### config.mk
export PLATFORM = sky130hd
export DESIGN_NAME = burst_word_shell
export DESIGN_NICKNAME = d
export VERILOG_FILES = /design/src/rtl/bws_pkg.sv /design/src/rtl/bws_req_ser.sv /design/src/rtl/bws_rsp_col.sv /design/src/rtl/burst_word_shell.sv
export SDC_FILE = /design/constraint.sdc
export NUM_CORES = 1
export LEC_CHECK = 0
export BUFFER_PORTS_ARGS = -buffer_cell sky130_fd_sc_hd__buf_2
export CORE_MARGIN = 2
export CORE_UTILIZATION = 35
export CTS_CLUSTER_DIAMETER = 30
export DETAILED_ROUTE_END_ITERATION = 8
export HOLD_SLACK_MARGIN = 0.05
export SLEW_MARGIN = 20
export SYNTH_ARGS = -nofsm -noshare
export SYNTH_HDL_FRONTEND = slang
export SYNTH_SLANG_ARGS = --single-unit
### constraint.sdc
create_clock -name clk -period 3.2 [get_ports clk]
set_clock_uncertainty 0.05 [all_clocks]
set_input_delay 0.48 -clock clk [delete_from_list [all_inputs] [get_ports clk]]
set_output_delay 0.48 -clock clk [all_outputs]
set_load 0.005 [all_outputs]
### src/rtl/bws_pkg.sv
package bws_pkg;
    localparam int WORD_W   = 32;
    localparam int LEN_W    = 8;
    localparam int FLAG_BIT = WORD_W - 1;
    localparam int HDR_WORDS = 2;

    typedef logic [WORD_W-1:0] word_t;
    typedef logic [LEN_W-1:0]  len_t;

    typedef struct packed {
        logic  is_read;
        word_t addr;
        len_t  len;
    } txn_t;

    typedef enum logic [1:0] {
        SH_IDLE = 2'd0,
        SH_SEND = 2'd1,
        SH_RECV = 2'd2
    } shell_st_t;

    typedef enum logic [1:0] {
        SP_CMD  = 2'd0,
        SP_ADDR = 2'd1,
        SP_DATA = 2'd2
    } ser_ph_t;

    function automatic word_t make_cmd_word(input txn_t t);
        word_t w;
        w = '0;
        w[FLAG_BIT]  = t.is_read;
        w[LEN_W-1:0] = t.len;
        return w;
    endfunction
endpackage

### src/rtl/bws_req_ser.sv
module bws_req_ser
    import bws_pkg::*;
(
    input  logic  clk,
    input  logic  rst,
    input  logic  start,
    input  txn_t  txn,
    input  logic  wdat_valid,
    input  word_t wdat_data,
    output logic  wdat_ready,
    output logic  req_valid,
    input  logic  req_accept,
    output word_t req_word,
    output logic  done
);
    ser_ph_t ph;
    logic    active;
    len_t    sent;
    logic    fire;

    always_comb begin
        req_valid  = 1'b0;
        req_word   = '0;
        wdat_ready = 1'b0;
        done       = 1'b0;
        if (active) begin
            unique case (ph)
                SP_CMD: begin
                    req_valid = 1'b1;
                    req_word  = make_cmd_word(txn);
                end
                SP_ADDR: begin
                    req_valid = 1'b1;
                    req_word  = txn.addr;
                    done      = req_accept && txn.is_read;
                end
                SP_DATA: begin
                    req_valid  = wdat_valid;
                    req_word   = wdat_data;
                    wdat_ready = req_accept;
                    done       = wdat_valid && req_accept &&
                                 (sent + len_t'(1) == txn.len);
                end
                default: ;
            endcase
        end
    end

    assign fire = req_valid && req_accept;

    always_ff @(posedge clk) begin
        if (rst) begin
            active <= 1'b0;
            ph     <= SP_CMD;
            sent   <= '0;
        end else if (start) begin
            active <= 1'b1;
            ph     <= SP_CMD;
            sent   <= '0;
        end else if (active && fire) begin
            unique case (ph)
                SP_CMD:  ph <= SP_ADDR;
                SP_ADDR: begin
                    if (txn.is_read) active <= 1'b0;
                    else             ph     <= SP_DATA;
                end
                SP_DATA: begin
                    sent <= sent + len_t'(1);
                    if (done) active <= 1'b0;
                end
                default: ph <= SP_CMD;
            endcase
        end
    end

    // a stalled header word is held and unchanged
    assert_hdr_held_R8: assert property (@(posedge clk) disable iff (rst)
        (active && ph != SP_DATA && !req_accept) |=> (req_valid && $stable(req_word)));

    // payload beat counter never reaches the burst length while sending
    assert_beats_bounded_R5: assert property (@(posedge clk) disable iff (rst)
        (active && ph == SP_DATA) |-> (sent < txn.len));

    // a read never enters the payload phase
    assert_read_no_payload_R4: assert property (@(posedge clk) disable iff (rst)
        (active && txn.is_read) |-> (ph != SP_DATA));
endmodule

### src/rtl/bws_rsp_col.sv
module bws_rsp_col
    import bws_pkg::*;
(
    input  logic  clk,
    input  logic  rst,
    input  logic  start,
    input  len_t  len,
    input  logic  rsp_valid,
    input  word_t rsp_word,
    output logic  rsp_accept,
    output logic  rdat_valid,
    output word_t rdat_data,
    input  logic  rdat_ready,
    output logic  done
);
    logic active;
    len_t got;
    logic beat;

    assign rdat_valid = active && rsp_valid;
    assign rdat_data  = rsp_word;
    assign rsp_accept = active && rdat_ready;
    assign beat       = active && rsp_valid && rdat_ready;
    assign done       = beat && (got + len_t'(1) == len);

    always_ff @(posedge clk) begin
        if (rst) begin
            active <= 1'b0;
            got    <= '0;
        end else if (start) begin
            active <= 1'b1;
            got    <= '0;
        end else if (beat) begin
            got <= got + len_t'(1);
            if (done) active <= 1'b0;
        end
    end

    // never more beats collected than the burst length
    assert_rsp_count_R6: assert property (@(posedge clk) disable iff (rst)
        active |-> (got < len));

    // a beat is accepted from the network only when the bus takes it
    assert_rsp_pairs_R6: assert property (@(posedge clk) disable iff (rst)
        (rsp_valid && rsp_accept) |-> (rdat_valid && rdat_ready));
endmodule

### src/rtl/burst_word_shell.sv
module burst_word_shell
    import bws_pkg::*;
(
    input  logic              clk,
    input  logic              rst,
    input  logic              cmd_valid,
    output logic              cmd_ready,
    input  logic              cmd_is_read,
    input  logic [WORD_W-1:0] cmd_addr,
    input  logic [LEN_W-1:0]  cmd_len,
    input  logic              wdat_valid,
    output logic              wdat_ready,
    input  logic [WORD_W-1:0] wdat_data,
    output logic              rdat_valid,
    input  logic              rdat_ready,
    output logic [WORD_W-1:0] rdat_data,
    output logic              req_valid,
    input  logic              req_accept,
    output logic [WORD_W-1:0] req_word,
    input  logic              rsp_valid,
    output logic              rsp_accept,
    input  logic [WORD_W-1:0] rsp_word
);
    shell_st_t st;
    txn_t      cur;
    logic      cmd_fire;
    logic      ser_done;
    logic      col_done;
    logic      col_start;

    assign cmd_ready = (st == SH_IDLE);
    assign cmd_fire  = cmd_valid && cmd_ready;
    assign col_start = (st == SH_SEND) && ser_done && cur.is_read;

    always_ff @(posedge clk) begin
        if (rst) begin
            st  <= SH_IDLE;
            cur <= '0;
        end else begin
            unique case (st)
                SH_IDLE: if (cmd_fire) begin
                    cur <= '{is_read: cmd_is_read, addr: cmd_addr, len: cmd_len};
                    st  <= SH_SEND;
                end
                SH_SEND: if (ser_done) st <= cur.is_read ? SH_RECV : SH_IDLE;
                SH_RECV: if (col_done) st <= SH_IDLE;
                default: st <= SH_IDLE;
            endcase
        end
    end

    bws_req_ser u_ser (
        .clk        (clk),
        .rst        (rst),
        .start      (cmd_fire),
        .txn        (cur),
        .wdat_valid (wdat_valid),
        .wdat_data  (wdat_data),
        .wdat_ready (wdat_ready),
        .req_valid  (req_valid),
        .req_accept (req_accept),
        .req_word   (req_word),
        .done       (ser_done)
    );

    bws_rsp_col u_col (
        .clk        (clk),
        .rst        (rst),
        .start      (col_start),
        .len        (cur.len),
        .rsp_valid  (rsp_valid),
        .rsp_word   (rsp_word),
        .rsp_accept (rsp_accept),
        .rdat_valid (rdat_valid),
        .rdat_data  (rdat_data),
        .rdat_ready (rdat_ready),
        .done       (col_done)
    );

    // one transaction at a time
    assert_single_txn_R9: assert property (@(posedge clk) disable iff (rst)
        cmd_fire |=> !cmd_ready);

    // burst length inside the supported range
    assert_len_legal_R10: assert property (@(posedge clk) disable iff (rst)
        cmd_fire |-> (cmd_len != '0));

    // a write never draws on the response stream
    assert_no_write_rsp_R7: assert property (@(posedge clk) disable iff (rst)
        (st != SH_IDLE && !cur.is_read) |-> !rsp_accept);

    // a read never takes write data
    assert_read_no_wdata_R4: assert property (@(posedge clk) disable iff (rst)
        (st != SH_IDLE && cur.is_read) |-> !wdat_ready);

    // idle shell offers and accepts nothing on the streams
    assert_idle_quiet_R1: assert property (@(posedge clk) disable iff (rst)
        (st == SH_IDLE) |-> (!req_valid && !rdat_valid && !rsp_accept && !wdat_ready));

    // response words are only taken after the read headers left
    assert_rsp_after_hdr_R6: assert property (@(posedge clk) disable iff (rst)
        rsp_accept |-> (st == SH_RECV));
endmodule

==> results.py <==
metrics = {
    "global_route": {
        "grt_pass1_vias": 3374,
        "grt_use_met2": 0.2917,
        "grt_max_degree": 52,
        "grt_first_pass_wirelength_um": 15950,
        "grt.total_usage": 0.1780,
        "grt_util_met3": 0.05614,
        "use_met1": 0.2164,
        "busiest_layer": "met2",
        "antenna_found_initial": 0,
        "gr-total-overflow": 0,
    },
    "cts": {
        "cts_buffers": 9,
        "cts_buffer_depth": 2,
        "clk_pin_slew_ps": 70,
        "post_cts_resized": 0,
        "cts_sinks": 63,
        "hold_buffers": 0,
        "post_cts_buffers": 0,
        "root_buffer": "clkbuf_8",
        "clkLatencyLatePin_ps": 340,
        "htreeDepth": 3,
        "cts_tree": "built",
    },
    "synthesis": {
        "synth_warnings": 0,
        "syn-num-nets": 586,
        "syn_area_per_cell_um2": 7.638,
        "synth_edf_count": 0,
        "synth-seq-cells": 63,
        "synthArstFlopShare": 0,
        "synthDistinctLibCells": 42,
        "seq_area_frac_synth": 0.3536,
        "synthesis.area_um2": 3567,
        "syn_inst": 467,
        "synth_ff_type": "dfxtp_1",
    },
    "min_path": {
        "worstHoldPathCells": 3,
        "hold_path.class": "in -> reg",
    },
    "layout": {
        "syn_to_final_growth_pct": 17.26,
        "multi_input_area_um2": 1888,
        "num_antenna_cells": 0,
        "fillers": 1051,
        "post-route-util": 0.4260,
        "layout.nets": 650,
        "layout-drive-gt1-share": 0.2612,
        "seqCellArea_um2": 1261,
        "layout.cells.non_filler": 669,
        "final_area_um2": 4183,
    },
    "run_status": {
        "outcome": "complete, no violations",
    },
    "die": {
        "core_area_um2": 9819,
        "start_util": 0.3633,
        "rows": 36,
        "ios": 181,
        "die_area_um2": 11020,
        "dieWidth_um": 105.0,
        "die-height_um": 105.0,
    },
    "place": {
        "placed_cells": 653,
        "numPortBuffers": 116,
        "dp_hpwl_um": 6946,
        "place_ws_ps": 636.7,
        "placed_cell_area_um2": 3960,
        "place_congestion": 0.8353,
    },
    "routing": {
        "wl_per_cell_um": 14.76,
        "drtIter0Drc": 209,
        "wl_um": 9874,
        "drtPass1Iterations": 6,
        "route.detailed.drc": 0,
        "viasPerCell": 5.078,
        "final_antenna_net_count": 0,
        "num_vias": 3397,
    },
    "setup_path": {
        "critPathMaxStageDelay_ps": 880,
        "worstPathCellList": "inv_1 -> ha_1 -> buf_4 -> a22oi_1 -> nor2_1 -> buf_2",
        "path_class": "reg -> out",
        "cp_max_fo": 28,
        "crit_slowest_cell": "ha_1",
        "arrival_ps": 2340,
        "start_kind": "flop",
        "r2r_cells": 8,
        "ff2ff_setup_slack_ps": 610,
        "required_ps": 2670,
        "crit_path_end_kind": "primary output",
    },
    "timing": {
        "finalSetupTns_ps": 0,
        "fin_crit_sh": 0.8971,
        "timing.fmax_mhz": 348.3,
        "slew_viol_final": 0,
        "relSlewSlack": 0.2847,
        "worst_slew_pin_slew_ps": 1073,
        "post-route-min-period_ps": 2871,
        "setup-violations-final": 0,
        "whs_ps": 321.4,
        "rsz0062_at_grt": "false",
        "hold_viol": 0,
        "worst_slack_ps": 329.2,
    },
    "power": {
        "p_leak_nw": 1.736,
        "power_density_nw_per_um2": 441.6,
        "ir_worst_vdd_v": 0.0001918,
        "report.power.total_mw": 1.847,
    },
    "flow_run": {
        "drv_cap": 0,
    },
}
registers in the layout (all words and copies together), names as in the netlist:
register,count
st,2
u_ser.ph,2
u_ser.sent,8
cur,41
u_ser.active,1
u_col.active,1
u_col.got,8
critical path, delay by kind of cell, from the launching register on:
| family | cells | cell delay, ps |
|---|---|---|
| simple gates | 1 | 110 |
| fa+ha+maj | 1 | 880 |
| buf+inv | 3 | 570 |
| compound gates | 1 | 100 |
| flops | 1 | 330 |
final timing paths:
check,from,to
max,u_ser.ph[1],req_word[30]
min,cmd_addr[30],cur[38]
max reg2reg,u_ser.ph[1],u_ser.ph[0]
min reg2reg,cur[9],cur[9]
kinds of logic after synthesis:
kind of cell	Yosys count	share of synthesized area
simple gates	191	0.2319
mux	2	0.005612
flops	63	0.3536
compound gates	95	0.1771
xor+xnor	35	0.09014
buf+inv	74	0.1172
fa+ha+maj	7	0.02455
routing by layer:
| layer | vias to the layer above | share of wire |
|---|---|---|
| li1 | 1691 | - |
| met1 | 1537 | 0.44 |
| met2 | 145 | 0.45 |
| met3 | 24 | 0.081 |
| met4 | 0 | 0.021 |
| met5 | - | 0 |
power by group:
part,internal (mW),switching [mW]
sequential,0.817,0.0299
combinational,0.0945,0.126
clock,0.460,0.319
total,1.37,0.476
placed cells by master (no fill, tap or decap), types with 9 or more instances in the layout:
| cell | n |
|---|---|
| a21oi_1 | 45 |
| xor2_1 | 12 |
| a22oi_1 | 23 |
| buf_2 | 116 |
| xnor2_1 | 22 |
| nor3_1 | 13 |
| nand2_1 | 95 |
| nand3_1 | 12 |
| dfxtp_1 | 63 |
| nor2_1 | 46 |
| clkbuf_8 | 10 |
| a222oi_1 | 9 |
layout make-up:
class,count,area share
Sequential cell,63,0.3015
Clock inverter,5,0.01944
Clock buffer,11,0.03380
Tap cell,133,0.03978
Timing Repair Buffer,122,0.1496
Inverter,5,0.004487
Multi-Input combinational cell,330,0.4514
synth_stat cells (2+ instances only):
cell / count / area share
dfxtp_1: 63 / 0.35
buf_6: 2 / 0.0063
buf_4: 33 / 0.069
nor2_1: 46 / 0.048
nor3_1: 13 / 0.018
nor3b_1: 2 / 0.0042
a22oi_1: 23 / 0.048
inv_1: 5 / 0.0053
xor2_1: 12 / 0.029
nand2_1: 95 / 0.10
and4_1: 4 / 0.0098
nand4_1: 3 / 0.0053
mux2i_1: 2 / 0.0056
o22ai_1: 3 / 0.0053
and2_1: 3 / 0.0053
a222oi_1: 9 / 0.025
a21oi_1: 45 / 0.063
o21ai_0: 2 / 0.0028
ha_1: 7 / 0.025
clkbuf_1: 32 / 0.034
nand3_1: 12 / 0.017
xnor2_1: 22 / 0.054
and3_1: 7 / 0.012
nand2b_1: 3 / 0.0053
o2bb2ai_1: 2 / 0.0049
(Power assumes the default switching activity.)
